$ cat src/rtl/blk_xfer_pkg.sv
package blk_xfer_pkg;
  typedef enum logic [1:0] {
    ST_IDLE = 2'd0,
    ST_RUN  = 2'd1,
    ST_FIN  = 2'd2
  } seq_st_e;
endpackage

$ cat src/rtl/blk_xfer_plan.sv
// Start address, final base and sanity of a transfer, from the raw request.
module blk_xfer_plan #(
  parameter int ADDR_W     = 32,
  parameter int NREG       = 16,
  parameter int WORD_BYTES = 4
) (
  input  logic [ADDR_W-1:0] base_i,
  input  logic [NREG-1:0]   mask_i,
  input  logic              up_i,
  input  logic              pre_i,
  output logic [ADDR_W-1:0] first_addr_o,
  output logic [ADDR_W-1:0] end_base_o,
  output logic              misal_o,
  output logic              empty_o
);
  localparam int CNT_W = $clog2(NREG + 1);
  localparam int AL_W  = $clog2(WORD_BYTES);
  localparam logic [ADDR_W-1:0] STEP = ADDR_W'(WORD_BYTES);

  logic [CNT_W-1:0]  cnt;
  logic [ADDR_W-1:0] span;

  always_comb begin
    cnt = '0;
    for (int i = 0; i < NREG; i++) cnt = cnt + CNT_W'(mask_i[i]);
  end

  assign span    = ADDR_W'(cnt) * STEP;
  assign misal_o = |base_i[AL_W-1:0];
  assign empty_o = (cnt == '0);

  // The lowest register always takes the lowest address, so the down modes start low.
  always_comb begin
    unique case ({up_i, pre_i})
      2'b10:   first_addr_o = base_i;
      2'b11:   first_addr_o = base_i + STEP;
      2'b00:   first_addr_o = base_i - span + STEP;
      default: first_addr_o = base_i - span;
    endcase
    end_base_o = up_i ? base_i + span : base_i - span;
  end
endmodule

$ cat src/rtl/blk_xfer_pick.sv
// Lowest set bit of the remaining list.
module blk_xfer_pick #(
  parameter int NREG  = 16,
  parameter int IDX_W = $clog2(NREG)
) (
  input  logic [NREG-1:0]  rem_i,
  output logic [IDX_W-1:0] idx_o,
  output logic [NREG-1:0]  onehot_o,
  output logic             any_o
);
  always_comb begin
    idx_o = '0;
    for (int i = NREG - 1; i >= 0; i--) begin
      if (rem_i[i]) idx_o = IDX_W'(i);
    end
  end

  generate
    for (genvar g = 0; g < NREG; g++) begin : g_oh
      if (g == 0) begin : g_first
        assign onehot_o[g] = rem_i[g];
      end else begin : g_rest
        assign onehot_o[g] = rem_i[g] & ~|rem_i[g-1:0];
      end
    end
  endgenerate

  assign any_o = |rem_i;
endmodule

$ cat src/rtl/blk_xfer_seq.sv
module blk_xfer_seq
  import blk_xfer_pkg::*;
#(
  parameter int ADDR_W     = 32,
  parameter int NREG       = 16,
  parameter int WORD_BYTES = 4,
  localparam int IDX_W     = $clog2(NREG)
) (
  input  logic              clk_i,
  input  logic              rst_ni,
  input  logic              start_i,
  input  logic [ADDR_W-1:0] base_i,
  input  logic [NREG-1:0]   mask_i,
  input  logic              load_i,
  input  logic              up_i,
  input  logic              pre_i,
  input  logic              wback_i,
  input  logic              mem_ready_i,
  output logic              req_o,
  output logic              we_o,
  output logic [IDX_W-1:0]  reg_idx_o,
  output logic [ADDR_W-1:0] addr_o,
  output logic              busy_o,
  output logic              done_o,
  output logic              err_o,
  output logic              wb_valid_o,
  output logic [ADDR_W-1:0] wb_base_o
);
  localparam int AL_W = $clog2(WORD_BYTES);
  localparam logic [ADDR_W-1:0] STEP = ADDR_W'(WORD_BYTES);

  seq_st_e           st_q;
  logic [NREG-1:0]   rem_q;
  logic [ADDR_W-1:0] addr_q, final_q;
  logic              load_q, wback_q, err_q;

  logic [ADDR_W-1:0] pl_first, pl_end;
  logic              pl_misal, pl_empty;
  logic [NREG-1:0]   pk_onehot, rem_next;
  logic              pk_any;

  blk_xfer_plan #(.ADDR_W(ADDR_W), .NREG(NREG), .WORD_BYTES(WORD_BYTES)) i_plan (
    .base_i      (base_i),
    .mask_i      (mask_i),
    .up_i        (up_i),
    .pre_i       (pre_i),
    .first_addr_o(pl_first),
    .end_base_o  (pl_end),
    .misal_o     (pl_misal),
    .empty_o     (pl_empty)
  );

  blk_xfer_pick #(.NREG(NREG), .IDX_W(IDX_W)) i_pick (
    .rem_i   (rem_q),
    .idx_o   (reg_idx_o),
    .onehot_o(pk_onehot),
    .any_o   (pk_any)
  );

  assign rem_next = rem_q & ~pk_onehot;

  always_ff @(posedge clk_i or negedge rst_ni) begin
    if (!rst_ni) begin
      st_q    <= ST_IDLE;
      rem_q   <= '0;
      addr_q  <= '0;
      final_q <= '0;
      load_q  <= 1'b0;
      wback_q <= 1'b0;
      err_q   <= 1'b0;
    end else begin
      unique case (st_q)
        ST_IDLE: if (start_i) begin
          load_q  <= load_i;
          wback_q <= wback_i;
          err_q   <= pl_misal;
          rem_q   <= pl_misal ? '0 : mask_i;
          addr_q  <= pl_first;
          final_q <= (wback_i && !pl_misal) ? pl_end : base_i;
          st_q    <= (pl_misal || pl_empty) ? ST_FIN : ST_RUN;
        end
        ST_RUN: if (mem_ready_i) begin
          rem_q  <= rem_next;
          addr_q <= addr_q + STEP;
          if (rem_next == '0) st_q <= ST_FIN;
        end
        default: st_q <= ST_IDLE;
      endcase
    end
  end

  assign req_o      = (st_q == ST_RUN) && pk_any;
  assign we_o       = req_o && !load_q;
  assign addr_o     = addr_q;
  assign busy_o     = (st_q != ST_IDLE);
  assign done_o     = (st_q == ST_FIN);
  assign err_o      = done_o && err_q;
  assign wb_valid_o = done_o && wback_q && !err_q;
  assign wb_base_o  = final_q;

  p_hold_r8: assert property (@(posedge clk_i) disable iff (!rst_ni)
    req_o && !mem_ready_i |=> req_o && $stable(addr_o) && $stable(reg_idx_o));

  p_step_r2: assert property (@(posedge clk_i) disable iff (!rst_ni)
    req_o && mem_ready_i |=> !req_o ||
      (addr_o == $past(addr_o) + STEP && reg_idx_o > $past(reg_idx_o)));

  p_done_pulse_r13: assert property (@(posedge clk_i) disable iff (!rst_ni)
    done_o |=> !done_o && !req_o);

  p_aligned_r10: assert property (@(posedge clk_i) disable iff (!rst_ni)
    req_o |-> addr_o[AL_W-1:0] == '0);

  p_start_ignored_r12: assert property (@(posedge clk_i) disable iff (!rst_ni)
    req_o && !mem_ready_i && start_i |=> $stable(addr_o) && $stable(we_o));
endmodule

$ cat config.mk
export PLATFORM = sky130hd
export DESIGN_NAME = blk_xfer_seq
export DESIGN_NICKNAME = d
export VERILOG_FILES = /design/src/rtl/blk_xfer_pkg.sv /design/src/rtl/blk_xfer_plan.sv /design/src/rtl/blk_xfer_pick.sv /design/src/rtl/blk_xfer_seq.sv
export SDC_FILE = /design/constraint.sdc
export NUM_CORES = 1
export LEC_CHECK = 0
export ABC_CLOCK_PERIOD_IN_PS = 8109
export BUFFER_PORTS_ARGS = -buffer_cell sky130_fd_sc_hd__clkbuf_2
export CORE_MARGIN = 2
export CORE_UTILIZATION = 55
export CTS_BUF_LIST = sky130_fd_sc_hd__clkbuf_8 sky130_fd_sc_hd__clkbuf_16
export CTS_CLUSTER_SIZE = 28
export DETAILED_ROUTE_END_ITERATION = 10
export PLACE_DENSITY_LB_ADDON = 0.1
export SYNTH_ARGS = -nofsm -noshare
export SYNTH_HDL_FRONTEND = slang
export SYNTH_SLANG_ARGS = --single-unit
$ cat constraint.sdc
create_clock -name clk_i -period 8.11 [get_ports clk_i]
set_clock_uncertainty 0.15 [all_clocks]
set_input_delay 0.4055 -clock clk_i [delete_from_list [all_inputs] [get_ports clk_i]]
set_output_delay 0.4055 -clock clk_i [all_outputs]
set_load 0.01 [all_outputs]
; ---- Word level (Yosys, flattened, before mapping)
; Cells that the tools add are included.
; Widths: inputs -> output; s select.
[totals]
ff_bits = 85
input_bits = 56
elab_cells = 132
[op_classes]
add_sub_neg = 20
eq_ne = 7
n_mux = 31
bitwise = 17
n_reduce_logical = 50
[op_table]
columns = cell, n
row1 = $mux 32, 4
row2 = $add 32x3->32 const B, 3
row3 = $pmux 32 s3, 1
row4 = $add 5x1->5, 14
row5 = $mux 4, 16
row6 = $pmux 32 s2, 1
row7 = $mux 16, 3
row8 = $add 32x7->32, 1
row9 = $pmux 16 s2, 1
row10 = $sub 32x7->32, 1
row11 = $logic_not 1->1, 18
row12 = $and 16x16->16, 1
row13 = $logic_not 16->1, 1
row14 = $not 16->16, 1
row15 = $reduce_or 16->1, 1
row16 = $and 1x1->1, 15
row17 = $reduce_or 15->1, 1
row18 = $reduce_or 14->1, 1
row19 = $reduce_or 13->1, 1
row20 = $reduce_or 12->1, 1
row21 = $reduce_or 11->1, 1
row22 = $reduce_or 10->1, 1
row23 = $reduce_or 9->1, 1
row24 = $mux 2, 4
row25 = 19 further kinds, 32

; ---- Depth between registers and ports, before layout
; Gate-level depths: netlist of run 1.
[depth]
depth_word = 20
mapped_depth = 27
ltp_nobuf = 25

; ---- Modules after synthesis
; From an unflattened synthesis of run 1, not the netlist that was laid out.
[unflattened]
cells_unflattened = 1188
hier_area_um2 = 9230.1
[modules_own_cells]
columns = module, n_inst, cells_per_inst, area_each_um2, seq_area_each_um2
row1 = blk_xfer_seq, 1, 511, 4648.2, 2127.0
row2 = blk_xfer_plan, 1, 625, 4237.8, 0.0
row3 = blk_xfer_pick, 1, 52, 344.1, 0.0

; ---- Worst setup path before layout of run 1
; Ideal clock, no wire load.
[synth_timing]
path_type = input-to-reg
startpoint = input port mask_i[0]
endpoint = register addr_q[31], in the netlist addr_o[31]
setup_ns = 0.071
arrival_time_ns = 6.613
path_slack_ns = 1.276
cell_stages = 23
path_cell_list = ha_1 -> inv_1 -> fa_1 -> inv_1 -> fa_1 -> fa_1 -> inv_1 -> fa_1 -> fa_1 -> fa_1 -> xor2_1 -> inv_1 -> ha_1 -> nor2_1 -> o311a_1 -> or4_4 -> nor2_4 -> nand2_1 -> xor2_1 -> nor4_2 -> or3b_4 -> or4_1 -> nand4_1
[synth_via]
elab_chain_cells = 20
[synth_lines]
columns = element, line
row1 = from (decl), blk_xfer_seq.sv:13  ; input logic [NREG-1:0] mask_i,
row2 = $add 1x1->2 (*), blk_xfer_plan.sv:25  ; for (int i = 0; i < NREG; i++) cnt = cnt + CNT_W'(mask_i[i]);
row3 = $add 5x1->5 (*) (14 in series), blk_xfer_plan.sv:25
row4 = $sub 32x7->32 (*), "blk_xfer_plan.sv:37, blk_xfer_plan.sv:38"
row5 = $add 32x3->32, blk_xfer_plan.sv:37  ; 2'b00: first_addr_o = base_i - span + STEP;
row6 = $pmux 32 s3 (*), blk_xfer_plan.sv:34  ; unique case ({up_i, pre_i})
row7 = $mux 32 (*), blk_xfer_seq.sv:73  ; ST_IDLE: if (start_i) begin
row8 = $pmux 32 s2 (*), blk_xfer_seq.sv:72  ; unique case (st_q)
row9 = to (signal assigned), blk_xfer_seq.sv:78  ; addr_q <= pl_first;
row10 = to (signal assigned), blk_xfer_seq.sv:84  ; addr_q <= addr_q + STEP;
row11 = to (decl), blk_xfer_seq.sv:34  ; logic [ADDR_W-1:0] addr_q, final_q;
; Mark *: on every way between the ends. The rest lies on a longest branch, timed or not. The select of a mux whose other input is x is not followed.
; A chain may end at the register's enable or synchronous reset.

; ---- Worst setup path after layout of run 1
[layout_timing]
startpoint = input port mask_i[1]
endpoint = register addr_q[31], in the netlist addr_o[31]
; The elaborated chain is that of the path after synthesis.

==> flow_summary.toml, run 1 <==
[outcome]
status = "finished, final reports clean"

[power_and_ir_drop]
vdd_ir_drop_max_v = 0.0001738
p_int_w = 0.001538
cellPowerDensity_nw_per_um2 = 323.6
switching_share_pct = 50.38
power_leakage_nw = 3.919
seqPwrFrac_pct = 26.9
pwr-share-comb_pct = 60.3
power_frac_clock_pct = 12.8
netSwitchingPower_w = 0.001562

[yosys]
syn_inst = 1189
synth.yosys.warnings = 0
ys_ff_latch = 85
synth-edff-count = 0
syn-num-nets = 1278
ys_types = 86
synth_seq_area_share_pct = 24.47
synthesis.area_um2 = 8692
avgSynthCellArea_um2 = 7.310
synthFlopType = "dfrtp_1"
ys_async_sr_fraction_pct = 100.0

[clock_tree]
clkLatencyLatePin_ns = 0.36
htree_levels = 3
numCtsBuffers = 9
clk_root_buffer_cell = "clkbuf_16"
clkTransAtPathRegs_ns = 0.07
cts_tree = "yes"
clockBufferDepth = 2
clock_sink_count = 85

[layout]
nets = 1349
fill_cells = 1481
antenna_cells = 0
area_growth_pct = 10.21
drive_gt1_share_pct = 15.90

[grt]
overflow = 0
grt_max_degree = 79
grt_usage_pct = 34.50
grt_pass1_wl_um = 45590
grt_antenna_before_repair = 1
grt_pass1_vias = 8567

[floorplan]
start_util_pct = 56.76
coreArea_um2 = 15310
rows = 45
fp.dieH_um = 129.7
die_area_um2 = 16830
io_pins = 130
fp.dieW_um = 129.7

[timing]
max_clock_freq_mhz = 137.7
period_share_pct = 89.56
hold_viol = 0
slew_headroom_pct = 28.09
tns_ns = 0
slew_viol_final = 0
holdWs_ns = 0.09480
period_needed_ns = 7.263
finalSetupViolCount = 0
rsz0062_at_grt = "false"
tightest_slew_ns = 1.051

[critical_path]
crit_slowest_cell = "o311ai_2"
crit_family = "adder cells"
cp.required_ns = 8.25
crit_buf_inv = 5
path_common_cell = "fa_1"
critPathKind = "input port to register"
endpoint_kind = "register"
crit_fanout = 9
worstPathArrival_ns = 7.41
path_cells = "clkbuf_2 > ha_1 > inv_1 > fa_1 > inv_1 > fa_1 > fa_1 > inv_1 > fa_1 > fa_1 > fa_1 > xor2_1 > inv_1 > ha_1 > nor2_1 > o311ai_2 > nand3_2 > nor3_2 > a21oi_1 > a2bb2oi_1 > nor4_2 > or3b_4 > or4_1 > nand4_1"
cp_slowest_stage_delay_ns = 0.66
cp-start-kind = "input port"

[drt]
drcViolationCount = 0
drt_pass1_iterations = 5
ant_nets = 0
wirelength_um = 28590
dr_total_vias = 9342
post_drt_wl_per_cell_um = 19.38
drt_iter0_drc = 877
viasPerCell = 6.334

[placement]
io_buffers = 129
gp_congestion = 0.9877
place_hpwl_um = 21320

[hold_path]
hp-class = "input port to register"

[flow_run]
cap_violations = 0
## power by group through the flow
| stage | Combinational [W] | Clock [W] | Sequential [W] |
|---|---|---|---|
| 3_3_place_gp | 0.00183 | 0 | 0.000832 |
| 4_1_cts | 0.00186 | 0.000405 | 0.000831 |
| 5_1_grt | 0.00209 | 0.000421 | 0.000866 |
| 2_1_floorplan | 0.00126 | 0 | 0.000851 |
| 6_report | 0.00187 | 0.000397 | 0.000834 |
| 3_5_place_dp | 0.00184 | 0 | 0.000836 |
## layer usage
metal  vias to the layer above  track usage, %  wire length, µm
li1                       4422               -                -
met1                      4384           45.16            11710
met2                       451           55.47            13330
met3                        85           5.125             2107
met4                         0           18.15             1448
met5                         -               0                0
## layout make-up
class / count / area, µm² / area share, %
multi-input cells: 968 / 5946 / 62.07
flip-flops and latches: 85 / 2127 / 22.20
repair buffers: 147 / 785.8 / 8.203
well taps: 211 / 264.0 / 2.756
clock buffers: 9 / 225.2 / 2.351
inverters: 49 / 183.9 / 1.920
clock inverters: 6 / 47.55 / 0.4963
## worst paths after layout
| kind | from | endpoint | slack (ns) | depth (start not counted) |
|---|---|---|---|---|
| hold / removal | load_i | load_q | 0.09 | 3 |
| max in group asynchronous | rst_ni | addr_o[24] | 6.35 | 3 |
| hold reg to reg | addr_o[1] | addr_o[1] | 0.32 | 2 |
| min in group asynchronous | rst_ni | addr_o[0] | 0.38 | 2 |
| setup reg to reg | rem_q[0] | st_q[0] | 4.55 | 10 |
| setup / recovery | mask_i[1] | addr_o[31] | 0.85 | 24 |
## cells in the mapped netlist (all sizes together), types with 5 or more instances
master | n | area (µm²)
nor2b | 5 | 31.28
clkbuf | 74 | 369.1
a21o | 10 | 75.07
and3 | 13 | 82.58
a221oi | 6 | 52.55
nor3 | 44 | 235.2
o211ai | 8 | 60.06
and2 | 11 | 70.07
nand2 | 151 | 569.3
xnor2 | 46 | 402.9
fa | 12 | 240.2
o21ai | 98 | 490.5
o21bai | 7 | 52.55
o22ai | 21 | 131.4
nand3 | 38 | 195.2
a211oi | 18 | 145.1
a21oi | 110 | 550.5
a31oi | 22 | 137.6
dfrtp | 85 | 2127
mux2i | 5 | 50.05
ha | 21 | 262.8
or2 | 6 | 37.54
a22o | 12 | 105.1
inv | 48 | 180.2
buf | 13 | 75.06
or4 | 9 | 75.07
o21a | 6 | 45.04
a2111oi | 5 | 43.79
nor4 | 26 | 226.5
xor2 | 33 | 289.0
nand2b | 7 | 43.79
nand4 | 25 | 162.6
nor2 | 124 | 473.0
or3 | 14 | 90.08
## cell families after synthesis
logic type               after synthesis  share of synthesized area [%]
AO/OA/AOI/OAI                        358                          25.52
XOR/XNOR                              79                          7.960
multiplexers                           8                         0.9644
flip-flops                            85                          24.47
AND/OR/NAND/NOR                      488                          27.84
adder cells (fa/ha/maj)               35                          6.017
buffers and inverters                136                          7.226
## metrics by stage
step                std cells  total power [W]  instance area [µm²]  util, %  worst slack (ns)
CTS                      1475         0.003092                 9579    62.55            0.8934
detailed placement       1459         0.002680                 9296    60.70            0.5263
finish                   1475         0.003100                 9579    62.55            0.8470
global route             1475         0.003374                 9579    62.55            0.5098
floorplan                1189         0.002113                 8692        -             1.276
global placement         1459         0.002658                 9296    60.70            0.6580
## flip-flops by register name, indices dropped and copies added, names as in the netlist
signal,cells
load_q,1
wb_base_o,32
st_q,2
addr_o,32
wback_q,1
err_q,1
rem_q,16
## worst min-delay path, cell delays in order
cell and delay, ns:
clkbuf_2 0.08, nand2_1 0.04, nand2_1 0.04
## placed cells by master (no fill, tap or decap), types with 5 or more instances in the layout
cell type	instances
nand2_1	149
clkbuf_2	128
nor2_1	122
a21oi_1	109
o21ai_0	97
dfrtp_1	85
inv_1	48
xnor2_1	46
nor3_1	41
nand3_1	37
xor2_1	33
nand4_1	24
a31oi_1	22
o22ai_1	21
ha_1	21
nor4_1	20
buf_4	18
a211oi_1	16
or3_1	12
and3_1	12
a22o_1	12
fa_1	12
a21o_1	10
and2_1	10
clkbuf_16	9
o211ai_1	8
or4_1	7
o21bai_1	7
nand2b_1	7
or2_2	6
o21a_1	6
a221oi_1	6
nor2b_1	5
mux2i_1	5
a2111oi_0	5
## timing repair
| action | in CTS | in global routing |
|---|---|---|
| gates resized for setup | 0 | 0 |
| hold buffers | 1 | 0 |
| hold endpoints to repair | 32 | 0 |
| setup buffers | 0 | 0 |
No activity file was read; power rests on OpenSTA's default activity.
==> run 2: changes to the inputs <==
--- a/config.mk
+++ b/config.mk
@@ -5,6 +5,7 @@
 export SDC_FILE = /design/constraint.sdc
 export NUM_CORES = 1
 export LEC_CHECK = 0
+export ABC_AREA = 1
 export ABC_CLOCK_PERIOD_IN_PS = 8109
 export BUFFER_PORTS_ARGS = -buffer_cell sky130_fd_sc_hd__clkbuf_2
 export CORE_MARGIN = 2
==> flow_summary.toml, run 2 <==
[critical_path]
crit_cells = 28
rr_endpoint = "rem_q[15]"
regToRegSetupSlack_ns = 4.71
crit_fanout = 4
crit_family = "adder cells"
cp-start-kind = "input port"
r2r-start = "st_q[0]"
crit_slowest_cell = "fa_1"
cp_slowest_stage_delay_ns = 0.58
endpoint_kind = "register"
crit_end = "addr_o[30]"
worstPathArrival_ns = 6.54
crit_buf_inv = 6
reg2reg_depth = 11
critPathKind = "input port to register"
path_common_cell = "fa_1"
crit_start = "mask_i[0]"
cp.required_ns = 8.20

[yosys]
syn_inst = 1630
ys_ff_latch = 85
synthesis.area_um2 = 9769
synth_adder_area_share_pct = 5.149
synth-compound-area-share_pct = 19.06
syn-num-nets = 1719
ys_top_cells_by_count = "nand2_1 (447), nor2_1 (198), inv_1 (167), a21oi_1 (157), nand3_1 (114)"
synth.most_common_cell = "nand2_1"
avgSynthCellArea_um2 = 5.993
synthXorXnorAreaFrac_pct = 2.241
synth-edff-count = 0
ys_types = 53
synth_seq_area_share_pct = 21.77
synth_top_area_share_pct = 21.77
synth-simple-area-share_pct = 41.12
synthFlopType = "dfrtp_1"
synthMuxAreaShare_pct = 0
yosysTopAreaCell = "dfrtp_1"
netlist_top_cells_area = "dfrtp_1 (22%), nand2_1 (17%), a21oi_1 (8.0%)"
synth.yosys.warnings = 0
ys_async_sr_fraction_pct = 100.0
synth_top_family_by_area = "simple AND/OR/NAND/NOR gates"

[power_and_ir_drop]
seqPwrFrac_pct = 24.7
netSwitchingPower_w = 0.001821
p_int_w = 0.001587
power_frac_clock_pct = 12.4
switching_share_pct = 53.43
pwr-share-comb_pct = 62.9
power_leakage_nw = 5.171
cellPowerDensity_nw_per_um2 = 318.4
vdd_ir_drop_max_v = 0.0004102

[layout]
mostFrequentLayoutCells = "nand2_1 (447), nor2_1 (194), inv_1 (167), a21oi_1 (157), clkbuf_2 (128)"
finish.utilization_pct = 61.67
drive_gt1_share_pct = 15.50
nets = 1794
area_growth_pct = 9.567
antenna_cells = 0
layout_commonest_cell = "nand2_1"
layout.cells.non_filler = 1935
fill_cells = 1761

[clock_tree]
post_cts.repair.setup_buffers = 0
clk_root_buffer_cell = "clkbuf_16"
htree_levels = 3
clkLatencyLatePin_ns = 0.36
clock_sink_count = 85
clkTransAtPathRegs_ns = 0.07
cts_tree = "yes"
clockBufferDepth = 2
numCtsBuffers = 9

[timing]
slew_headroom_pct = 23.24
tightest_slew_ns = 1.144
slew_viol_final = 0
hold_viol = 0
period_share_pct = 79.51
rsz0062_at_grt = "false"
finalSetupViolCount = 0
period_needed_ns = 6.448
tns_ns = 0
max_clock_freq_mhz = 155.1

[drt]
post_drt_wl_per_cell_um = 17.26
drt_iter0_drc = 913
dr_total_vias = 11168
drcViolationCount = 0
ant_nets = 0
wirelength_um = 33400
viasPerCell = 5.772
drt_pass1_iterations = 5

[floorplan]
start_util_pct = 56.29
io_pins = 130
fp.dieW_um = 137.3
fp.dieH_um = 137.3
rows = 48
coreArea_um2 = 17360
die_area_um2 = 18840

[placement]
dp.cells = 1918
gp_congestion = 0.9734
io_buffers = 129
place_hpwl_um = 25750

[grt]
grt_antenna_before_repair = 1
grt_pass1_wl_um = 52020
overflow = 0
grt_max_degree = 57
grt_usage_pct = 35.62
grt_pass1_vias = 10099

[outcome]
status = "finished, final reports clean"

[hold_path]
hp-class = "input port to register"

[flow_run]
cap_violations = 0
## run 2: cell type report
| cell class | count | area, µm² | area share, % |
|---|---|---|---|
| Timing Repair Buffer | 139 | 725.7 | 6.780 |
| Sequential cell | 85 | 2127 | 19.87 |
| Multi-Input combinational cell | 1290 | 6611 | 61.77 |
| Clock buffer | 9 | 225.2 | 2.104 |
| Inverter | 180 | 675.6 | 6.312 |
| Tap cell | 225 | 281.5 | 2.630 |
| Clock inverter | 7 | 57.56 | 0.5377 |
## run 2: worst reg2reg max path, stage by stage, from the launching register on
cell	delay [ns]
dfrtp_1	0.39
inv_1	0.10
nor2_2	0.09
buf_4	0.42
inv_1	0.11
o21ai_0	0.38
nor2_2	0.05
buf_4	0.28
inv_1	0.64
buf_4	0.42
a21oi_1	0.08
a22oi_1	0.19
## run 2: routing by layer
layer / vias up / GRT usage [%] / wire length, µm
met5: - / 0 / 16
met4: 2 / 15.23 / 1496
met3: 93 / 5.040 / 2069
met2: 464 / 60.01 / 15670
met1: 5142 / 45.52 / 14150
li1: 5467 / - / -
## run 2: through the flow
| stage | area [µm²] | total power (W) | worst slack [ns] | hold WS, ns |
|---|---|---|---|---|
| after floorplan | 9769 | 0.002333 | 2.039 | -0.04009 |
| after global placement | 10410 | 0.002921 | 1.383 | 0.2034 |
| after detailed placement | 10410 | 0.002970 | 1.354 | 0.2112 |
| after CTS | 10700 | 0.003394 | 1.728 | 0.08902 |
| after global routing | 10700 | 0.003724 | 1.211 | 0.09677 |
| final | 10700 | 0.003408 | 1.662 | 0.09353 |
## run 2: cell families after synthesis
family	Yosys count
XOR/XNOR	25
flip-flops	85
adder cells (fa/ha/maj)	33
AO/OA/AOI/OAI	332
buffers and inverters	255
AND/OR/NAND/NOR	900
## run 2: what timing repair did
item,CTS,global route
hold buffers,1,0
hold endpoints to repair,29,0
resized for setup,0,0
## run 2: how the worst min path moves through the flow
stage / start / to / slack (ns) / depth (start not counted)
floorplan: rst_ni / addr_o[0] / -0.04 / 0
global placement: rst_ni / wb_base_o[1] / 0.20 / 1
detailed placement: rst_ni / wb_base_o[1] / 0.21 / 1
CTS: load_i / load_q / 0.09 / 3
global route: load_i / load_q / 0.1 / 3
finish: load_i / load_q / 0.09 / 3
## run 2: power by group through the flow
stage	Clock, W	Sequential (W)	Combinational, W
after global routing	0.000439	0.000872	0.00241
after global placement	0	0.000836	0.00208
after floorplan	0	0.000881	0.00145
after CTS	0.000422	0.000839	0.00213
final	0.000422	0.000843	0.00214
after detailed placement	0	0.000845	0.00212
==> run 3: changes to the inputs <==
--- a/config.mk
+++ b/config.mk
@@ -6,10 +6,10 @@
 export NUM_CORES = 1
 export LEC_CHECK = 0
 export ABC_AREA = 1
-export ABC_CLOCK_PERIOD_IN_PS = 8109
+export ABC_CLOCK_PERIOD_IN_PS = 5300
 export BUFFER_PORTS_ARGS = -buffer_cell sky130_fd_sc_hd__clkbuf_2
 export CORE_MARGIN = 2
-export CORE_UTILIZATION = 55
+export CORE_UTILIZATION = 54
 export CTS_BUF_LIST = sky130_fd_sc_hd__clkbuf_8 sky130_fd_sc_hd__clkbuf_16
 export CTS_CLUSTER_SIZE = 28
 export DETAILED_ROUTE_END_ITERATION = 10
==> constraint.sdc (replaced) <==
create_clock -name clk_i -period 5.3 [get_ports clk_i]
set_clock_uncertainty 0.15 [all_clocks]
set_input_delay 0.265 -clock clk_i [delete_from_list [all_inputs] [get_ports clk_i]]
set_output_delay 0.265 -clock clk_i [all_outputs]
set_load 0.01 [all_outputs]
==> flow_summary.toml, run 3 (synthesized netlist as in run 2, its figures left out) <==
[outcome]
status = "complete, but fails checks"
violations = "setup timing"

[layout]
drive_gt1_share_pct = 33.30
mostFrequentLayoutCells = "nand2_1 (388), buf_4 (190), nor2_1 (158), inv_1 (155), a21oi_1 (136)"
nets = 1994
fill_cells = 1551
layout_commonest_cell = "nand2_1"
area_growth_pct = 34.78
antenna_cells = 0
finish.utilization_pct = 73.81

[critical_path]
endpoint_kind = "register"
cp_slowest_stage_delay_ns = 0.51
crit_fanout = 5
crit_family = "adder cells"
crit_buf_inv = 9
worstPathArrival_ns = 5.99
crit_slowest_cell = "fa_1"
cp.required_ns = 5.45
cp-start-kind = "input port"
critPathKind = "input port to register"

[grt]
grt_pass1_vias = 11559
grt_antenna_before_repair = 0
grt_usage_pct = 37.02
overflow = 0
grt_pass1_wl_um = 57570
grt_max_degree = 53

[timing]
hold_viol = 0
period_needed_ns = 5.842
fin_ws_ns = -0.5416
finalSetupViolCount = 48
tightest_slew_ns = 1.164
slew_headroom_pct = 21.89
rsz0062_at_grt = "true"
max_clock_freq_mhz = 171.2
period_share_pct = 110.2
slew_viol_final = 0

[power_and_ir_drop]
power_leakage_nw = 6.311
cellPowerDensity_nw_per_um2 = 477.5
vdd_ir_drop_max_v = 0.0006659

[drt]
viasPerCell = 5.788
drt_iter0_drc = 992
ant_nets = 0
drt_pass1_iterations = 7
post_drt_wl_per_cell_um = 17.21
drcViolationCount = 0
dr_total_vias = 12381
wirelength_um = 36820

[clock_tree]
clock_sink_count = 85
cts_tree = "yes"
numCtsBuffers = 9
clockBufferDepth = 2
clkLatencyLatePin_ns = 0.37
htree_levels = 3
clk_root_buffer_cell = "clkbuf_16"
clkTransAtPathRegs_ns = 0.07

[floorplan]
start_util_pct = 54.76
coreArea_um2 = 17840
fp.dieW_um = 138.5
io_pins = 130
rows = 49
die_area_um2 = 19180
fp.dieH_um = 138.5

[placement]
dp_slack_ns = -1.100
place_hpwl_um = 26460
gp_congestion = 0.9870
io_buffers = 129

[hold_path]
hp-class = "input port to register"

[flow_run]
cap_violations = 0
## run 3: changes by cell type in the layout (fill, tap and decap cells not counted), sizes merged
cell | before | now
clkinvlp | 2 | 1
clkinv | 4 | 3
dlygate4sd3 | 1 | 4
bufinv | 0 | 2
clkbuf | 137 | 135
buf | 10 | 209
## run 3: worst paths after layout
kind	end	slack (ns)	cells past startpoint	startpoint
max reg2reg	addr_o[18]	1.70	11	st_q[0]
min reg2reg	addr_o[1]	0.33	2	addr_o[1]
min in group asynchronous	addr_o[0]	0.26	2	rst_ni
max in group asynchronous	addr_o[28]	3.66	3	rst_ni
min	wback_q	0.02	3	wback_i
max	wb_base_o[30]	-0.54	32	mask_i[0]
## run 3: worst min-delay path, delay by kind of cell
kind / cells / cell delay (ns)
AO/OA/AOI/OAI: 1 / 0.08
buffers and inverters: 2 / 0.15
## run 3: repair_timing
action,in CTS,in global routing
setup buffers,41,31
hold endpoints to repair,38,0
hold buffers,4,0
pin swaps,71,93
endpoints found under the setup margin,46,50
resized for setup,118,109
## run 3: metrics by stage
stage          power (W)  instance area (µm²)  hold WS, ns  TNS [ns]  instances
3_5_place_dp    0.004970                11460      0.08845    -37.39       2047
6_report        0.006287                13170      0.02437    -16.87       2139
3_3_place_gp    0.004888                11460      0.08030    -32.76       2047
5_1_grt         0.006769                13170      0.05140    -28.93       2139
4_1_cts         0.005975                12560      0.01946    -13.36       2108
2_1_floorplan   0.003636                 9879      -0.1806    -7.890       1630
## run 3: report_power, final
| part | internal, W | switching [W] |
|---|---|---|
| clock | 0.000420 | 0.000317 |
| combinational | 0.00171 | 0.00254 |
| sequential | 0.000986 | 0.000315 |
| total | 0.00311 | 0.00317 |
## run 3: layer usage
layer / track usage (%) / wire length, µm / vias to the layer above
met2: 61.20 / 17680 / 582
met1: 46.17 / 14590 / 5790
met5: 0 / 0 / -
met4: 23.20 / 2331 / 0
met3: 4.434 / 2216 / 142
li1: - / - / 5867
## run 3: cell type report
type / instances / area (µm²) / area share, %
multi-input cells: 1290 / 7422 / 56.37
repair buffers: 339 / 2318 / 17.61
flip-flops and latches: 85 / 2127 / 16.15
inverters: 180 / 685.7 / 5.207
well taps: 229 / 286.5 / 2.176
clock buffers: 9 / 225.2 / 1.710
clock inverters: 7 / 102.6 / 0.7792
